**config.mk**
```make
export PLATFORM = sky130hd
export DESIGN_NAME = bypass_select
export DESIGN_NICKNAME = d
export VERILOG_FILES = /design/src/rtl/bypass_select.sv
export SDC_FILE = /design/constraint.sdc
export NUM_CORES = 1
export LEC_CHECK = 0
export ABC_AREA = 1
export ABC_CLOCK_PERIOD_IN_PS = 2370
export BUFFER_PORTS_ARGS = -buffer_cell sky130_fd_sc_hd__buf_2
export CAP_MARGIN = 20
export CORE_AREA = 3 3 110 112
export DETAILED_ROUTE_END_ITERATION = 10
export DIE_AREA = 0 0 113 115
export GPL_TIMING_DRIVEN = 0
export PLACE_DENSITY = 0.54
export SLEW_MARGIN = 10
export SYNTH_ARGS = -nofsm -noshare
export SYNTH_HDL_FRONTEND = slang
export SYNTH_SLANG_ARGS = --single-unit
```
**constraint.sdc**
```tcl
create_clock -name vclk -period 2.37
set_clock_uncertainty 0.05 [all_clocks]
set_input_delay 0.474 -clock vclk [all_inputs]
set_output_delay 0.474 -clock vclk [all_outputs]
set_load 0.03 [all_outputs]
```
**src/rtl/bypass_select.sv**
```systemverilog
module bypass_select #(
  parameter int DW = 32,
  parameter int RW = 5
) (
  input  logic [RW-1:0] xm_dst,
  input  logic          xm_wen,
  input  logic [DW-1:0] xm_val,
  input  logic [RW-1:0] mw_dst,
  input  logic          mw_wen,
  input  logic [DW-1:0] mw_val,
  input  logic [RW-1:0] ex_rs,
  input  logic [RW-1:0] ex_rt,
  input  logic [DW-1:0] rf_a,
  input  logic [DW-1:0] rf_b,
  input  logic [RW-1:0] mem_rt,
  input  logic          mem_st,
  input  logic [DW-1:0] mem_sd,
  output logic [1:0]    sel_a,
  output logic [1:0]    sel_b,
  output logic          sel_st,
  output logic [DW-1:0] op_a,
  output logic [DW-1:0] op_b,
  output logic [DW-1:0] st_data
);

  localparam logic [1:0] SRC_RF = 2'b00;
  localparam logic [1:0] SRC_XM = 2'b10;
  localparam logic [1:0] SRC_MW = 2'b01;

  logic xm_live, mw_live;
  assign xm_live = xm_wen && (xm_dst != '0);
  assign mw_live = mw_wen && (mw_dst != '0);

  function automatic logic [1:0] pick(input logic [RW-1:0] src);
    if (xm_live && xm_dst == src)      pick = SRC_XM;
    else if (mw_live && mw_dst == src) pick = SRC_MW;
    else                               pick = SRC_RF;
  endfunction

  assign sel_a  = pick(ex_rs);
  assign sel_b  = pick(ex_rt);
  assign sel_st = mem_st && mw_live && (mw_dst == mem_rt);

  always_comb begin
    case (sel_a)
      SRC_XM:  op_a = xm_val;
      SRC_MW:  op_a = mw_val;
      default: op_a = rf_a;
    endcase
    case (sel_b)
      SRC_XM:  op_b = xm_val;
      SRC_MW:  op_b = mw_val;
      default: op_b = rf_b;
    endcase
  end

  assign st_data = sel_st ? mw_val : mem_sd;

  always_comb begin
    assert_sel_code_R1: assert (sel_a != 2'b11 && sel_b != 2'b11);
    assert_zero_src_R5: assert (!(ex_rs == '0 && sel_a != SRC_RF));
    assert_idle_latch_R6: assert (xm_wen || mw_wen || (sel_a == SRC_RF && sel_b == SRC_RF && !sel_st));
    assert_xm_data_R2: assert (sel_a != SRC_XM || op_a == xm_val);
    assert_mw_data_R3: assert (sel_b != SRC_MW || op_b == mw_val);
    assert_store_flag_R8: assert (mem_st || !sel_st);
    assert_store_data_R7: assert (!sel_st || st_data == mw_val);
  end

endmodule

```
==> impl_metrics.yaml, run 1 <==
worst_setup_path:
  crit_path_top_delay_cell: "nor2b_2"
  cp_slowest_stage_delay_ns: 0.22
  required_ns: 1.85
  path_max_fanout: 10
  arrival_ns: 1.80
  cp_top_family: "simple AND/OR/NAND/NOR gates"
  cp-start-kind: "input pin"
  path_common_cell: "buf_6"
  worst-path-buf-inv: 3
  endpoint_kind: "output pin"
  crit_type: "in -> out"
  path_cells: "buf_2, xnor2_1, nor2b_2, nand3_4, buf_6, nand3_1, nand3_2, buf_6"
finish:
  syn2layout_area_growth_pct: 121
  num-clock-buffers: 0
  final_cells: 952
  drive_above_1_share: 0.524
  regArea_um2: 0
  nFlopsAndLatches: 0
  final_nets: 999
  n_antenna_cell: 0
  fin_util: 0.472
timing:
  fin_crit_ns: 2.32
  setup_slack_ns: 0.0487
  fin_crit_sh: 0.979
  fmax_mhz: 431
  finalSetupViolCount: 0
  hold_violations: 0
  slew-limit-headroom: 0.806
  worst_slew_pin_slew_ns: 0.291
  rsz0062_at_grt: "yes"
  drv_slew: 0
routing:
  finalWirelength_um: 18100
  routed_via_density: 5.14
  drt-initial-drc-count: 318
  avgRoutedWirePerCell_um: 19.1
  vias: 4891
  first_pass_iters: 5
  drt_drc_violations_left: 0
  antenna_left: 0
floorplanning:
  coreArea_um2: 11300
  fp.dieH_um: 115
  initial_core_util: 0.214
  die-area_um2: 13000
  die_x_um: 113
  io_pins: 289
  rows: 39
place:
  io_buffer_count: 287
  dp.cells: 938
  gp_congestion: 0.882
  hpwlAfterDp_um: 13600
  dp_worst_setup_slack_ns: -0.457
logic_synthesis:
  ys_warn_count: 0
  netlist_top_cells_area: "nand3_1 41%, nand2_1 27%, buf_2 8.3%"
  synth.distinct_cells: 18
  seq_area_frac_synth: 0
  synth_top_area_share: 0.408
  syn_area_um2: 2420
  synth_top_area_cell: "nand3_1"
  synth.net_count: 696
  syn-instance-count: 508
  syn_avg_cell_area_um2: 4.76
  post-synth-top-count-cell: "nand3_1"
  synthTopCellsByCount: "197 x nand3_1, 171 x nand2_1, 40 x buf_2, 32 x nand4_1, 17 x nor2_1"
power:
  ir_worst_vdd_uv: 126
  p_leak_nw: 2.93
  p_total_mw: 1.07
  powerDensity_nw_per_um2: 200
global_route:
  grt_max_degree: 11
  grt.total_usage: 0.241
  grt_pass1_vias: 4492
  antenna_found_initial: 2
  grt_pass1_wl_um: 25000
  grt_overflow: 0
job:
  timing.max_cap.violations: 0
outcome:
  outcome: "finished clean"
hold_path:
  worstHoldPathType: "in -> out"
-- report_power, final --
part	total, mW	leakage (nW)	internal (mW)	switching (mW)
Combinational	1.07	2.93	0.449	0.621
Clock	0	0	0	0
Sequential	0	0	0	0
Total	1.07	2.93	0.449	0.621
-- path summary, 6_finish.rpt --
kind	slack, ns	endpoint	start	depth (start not counted)
setup / recovery	0.05	op_a[17]	mw_dst[4]	8
hold / removal	1.21	st_data[19]	mem_sd[19]	4
-- cell families (layout without fill, tap and decap cells) --
kind of cell  count (synthesis)  after routing  share of synthesized area
xor+xnor                     17             17                     0.0616
buf+inv                      65            366                      0.123
simple gates                426            426                      0.815
-- final cells by class --
class	count	area (um2)
tap	143	179
multi-input combinational	443	2460
inverter	19	82.6
fill	1262	5980
timing repair buffer	304	2110
buffer	43	510
-- metrics by stage --
step	hold WS [ns]	area [um2]	setup TNS (ns)
detailed placement	1.24	4030	-28.66
floorplan	1.12	2420	0
CTS	1.21	4430	0
global placement	1.24	4030	-28.94
global route	1.21	5340	-0.633
finish	1.21	5340	0
-- what timing repair did --
action,in CTS,in global routing
hold buffers,0,0
setup buffers,8,5
gates resized for setup,104,285
gates cloned,1,3
setup endpoints to repair,99,95
pin swaps,4,22
-- cells in the final DEF (no fill, tap or decap), types with 3 or more instances in the layout --
cell,n
xnor2_1,7
nand3_2,51
buf_6,82
buf_2,208
clkbuf_16,3
buf_4,35
buf_12,7
nand4_1,32
nor2_2,5
nand3_4,4
inv_1,12
xor2_1,9
nor2_4,3
nand2_1,168
inv_2,4
nand3_1,145
buf_8,9
nor2_1,11
-- metal layers --
layer	track usage	vias up	wire, um
met5	0	-	13
met4	0.0441	2	295
met3	0.0300	26	1340
met2	0.423	276	8850
met1	0.321	2235	7650
li1	-	2352	-
Note: power is estimated with default switching activity, not from simulation.
==> run 2: changes to the inputs <==
Settings changed: BUFFER_PORTS_ARGS -buffer_cell sky130_fd_sc_hd__buf_2 to default, CORE_AREA 3 3 110 112 to 3 3 112 114, DIE_AREA 0 0 113 115 to 0 0 115 117, DONT_BUFFER_PORTS from default to 1, PLACE_DENSITY 0.54 to 0.31.
==> run 2 against run 1 <==
Worst setup slack better by 0.024 ns. Routed wire length down 5.9%. Die area up 3.5%. Sequential cell count unchanged. Largest cell class is now multi-input gates. Sequential share of layout area unchanged. Via count down 21%. Final area down 31%. Hold slack worse by 0.13 ns. Highest routed layer is now met4. Clock-buffer cell count unchanged. Cell count down 30%.
==> impl_metrics.yaml, run 2 (synthesized netlist as in run 1, its figures left out) <==
outcome:
  outcome: "finished clean"
timing:
  fin_tns_setup_ns: 0
  fmax_mhz: 435
  fin_crit_ns: 2.30
  setup_slack_ns: 0.0725
  finalSetupViolCount: 0
  rsz0062_at_grt: "yes"
  hold_violations: 0
  worst_slew_pin_slew_ns: 0.344
  fin_crit_sh: 0.969
  drv_slew: 0
  slew-limit-headroom: 0.771
floorplanning:
  io_pins: 289
  die-area_um2: 13500
  coreArea_um2: 11500
  rows: 39
  initial_core_util: 0.210
  die_x_um: 115
  fp.dieH_um: 117
place:
  gp_congestion: 0.862
  io_buffer_count: 0
  hpwlAfterDp_um: 12900
  dp_worst_setup_slack_ns: -0.315
routing:
  avgRoutedWirePerCell_um: 25.6
  drt-initial-drc-count: 241
  antenna_left: 0
  finalWirelength_um: 17100
  routed_via_density: 5.79
  drt_drc_violations_left: 0
  vias: 3863
  first_pass_iters: 5
finish:
  drive_above_1_share: 0.338
  nFlopsAndLatches: 0
  n_antenna_cell: 0
  num-clock-buffers: 0
  layout_commonest_cell: "nand2_1"
  final_nets: 714
  mostFrequentLayoutCells: "139 x nand2_1, 130 x nand3_1, 47 x nand3_2, 32 x nand4_1, 30 x nand2_2"
  syn2layout_area_growth_pct: 51.8
  regArea_um2: 0
worst_setup_path:
  arrival_ns: 1.77
  cp-start-kind: "input pin"
  required_ns: 1.85
  endpoint_kind: "output pin"
  path_max_fanout: 10
  cp-startpoint: "mw_dst[1]"
  crit_type: "in -> out"
power:
  p_int_uw: 181
  power_frac_clock: 0
  comb_power_share: 1.000
  p_leak_nw: 1.73
  ir_worst_vdd_uv: 63.1
  powerDensity_nw_per_um2: 185
  switching_share: 0.734
  pwr-share-seq: 0
  p_switching_uw: 500
global_route:
  antenna_found_initial: 0
  grt.total_usage: 0.214
  grt_overflow: 0
  grt_max_degree: 11
  grt_pass1_vias: 3535
  grt_pass1_wl_um: 22000
hold_path:
  worstHoldPathType: "in -> out"
  min_from: "mem_sd[12]"
job:
  timing.max_cap.violations: 0
[run 2: cell count changes in the layout (fill, tap and decap cells not counted), sizes merged]
cell / before / now
buf: 342 / 51
clkinv: 2 / 0
clkinvlp: 0 / 1
inv: 17 / 18
clkbuf: 5 / 11
[run 2: critical path: stages]
cell,delay (ns)
clkbuf_4,0.15
inv_2,0.08
nand2_1,0.05
nand2_1,0.05
nand2_1,0.07
nor2_1,0.18
nand3_4,0.17
buf_8,0.20
nand3_1,0.12
nand3_2,0.21
[run 2: through the flow]
stage	utilization	hold WS (ns)	std cells	cell area [um2]	power, mW
floorplan	-	1.12	508	2420	0.480
global placement	0.225	1.13	651	2600	0.563
detailed placement	0.225	1.12	651	2600	0.564
CTS	0.268	1.07	653	3080	0.617
global route	0.319	1.08	667	3670	0.718
finish	0.319	1.07	667	3670	0.681
[run 2: layout make-up]
type               count  area, um2
plain buffers         45        408
fillers             1359       7850
inverters             19       82.6
multi-input cells    443       2750
well taps            143        179
repair buffers        17        248
[run 2: final timing paths]
check	end	slack, ns	depth (start not counted)
worst min-delay path	st_data[12]	1.07	2
worst max-delay path	op_b[30]	0.07	10
[run 2: power groups by stage]
stage	clock (mW)	combinational, mW	sequential [mW]
2_1_floorplan	0	0.480	0
3_3_place_gp	0	0.563	0
3_5_place_dp	0	0.564	0
4_1_cts	0	0.617	0
5_1_grt	0	0.718	0
6_report	0	0.681	0
[run 2: metal layers]
metal	global-route usage	up-vias	share of wire
li1	-	1767	-
met1	0.268	1857	0.39
met2	0.402	225	0.53
met3	0.0334	14	0.077
met4	0.0141	0	0.0088
met5	0	-	0
[run 2: repair_timing]
| action | in CTS | in global routing |
|---|---|---|
| pin swaps | 1 | 22 |
| gates resized for setup | 120 | 98 |
| gates cloned | 0 | 5 |
| endpoints found under the setup margin | 99 | 97 |
| buffers inserted | 2 | 10 |
| hold buffers | 0 | 0 |
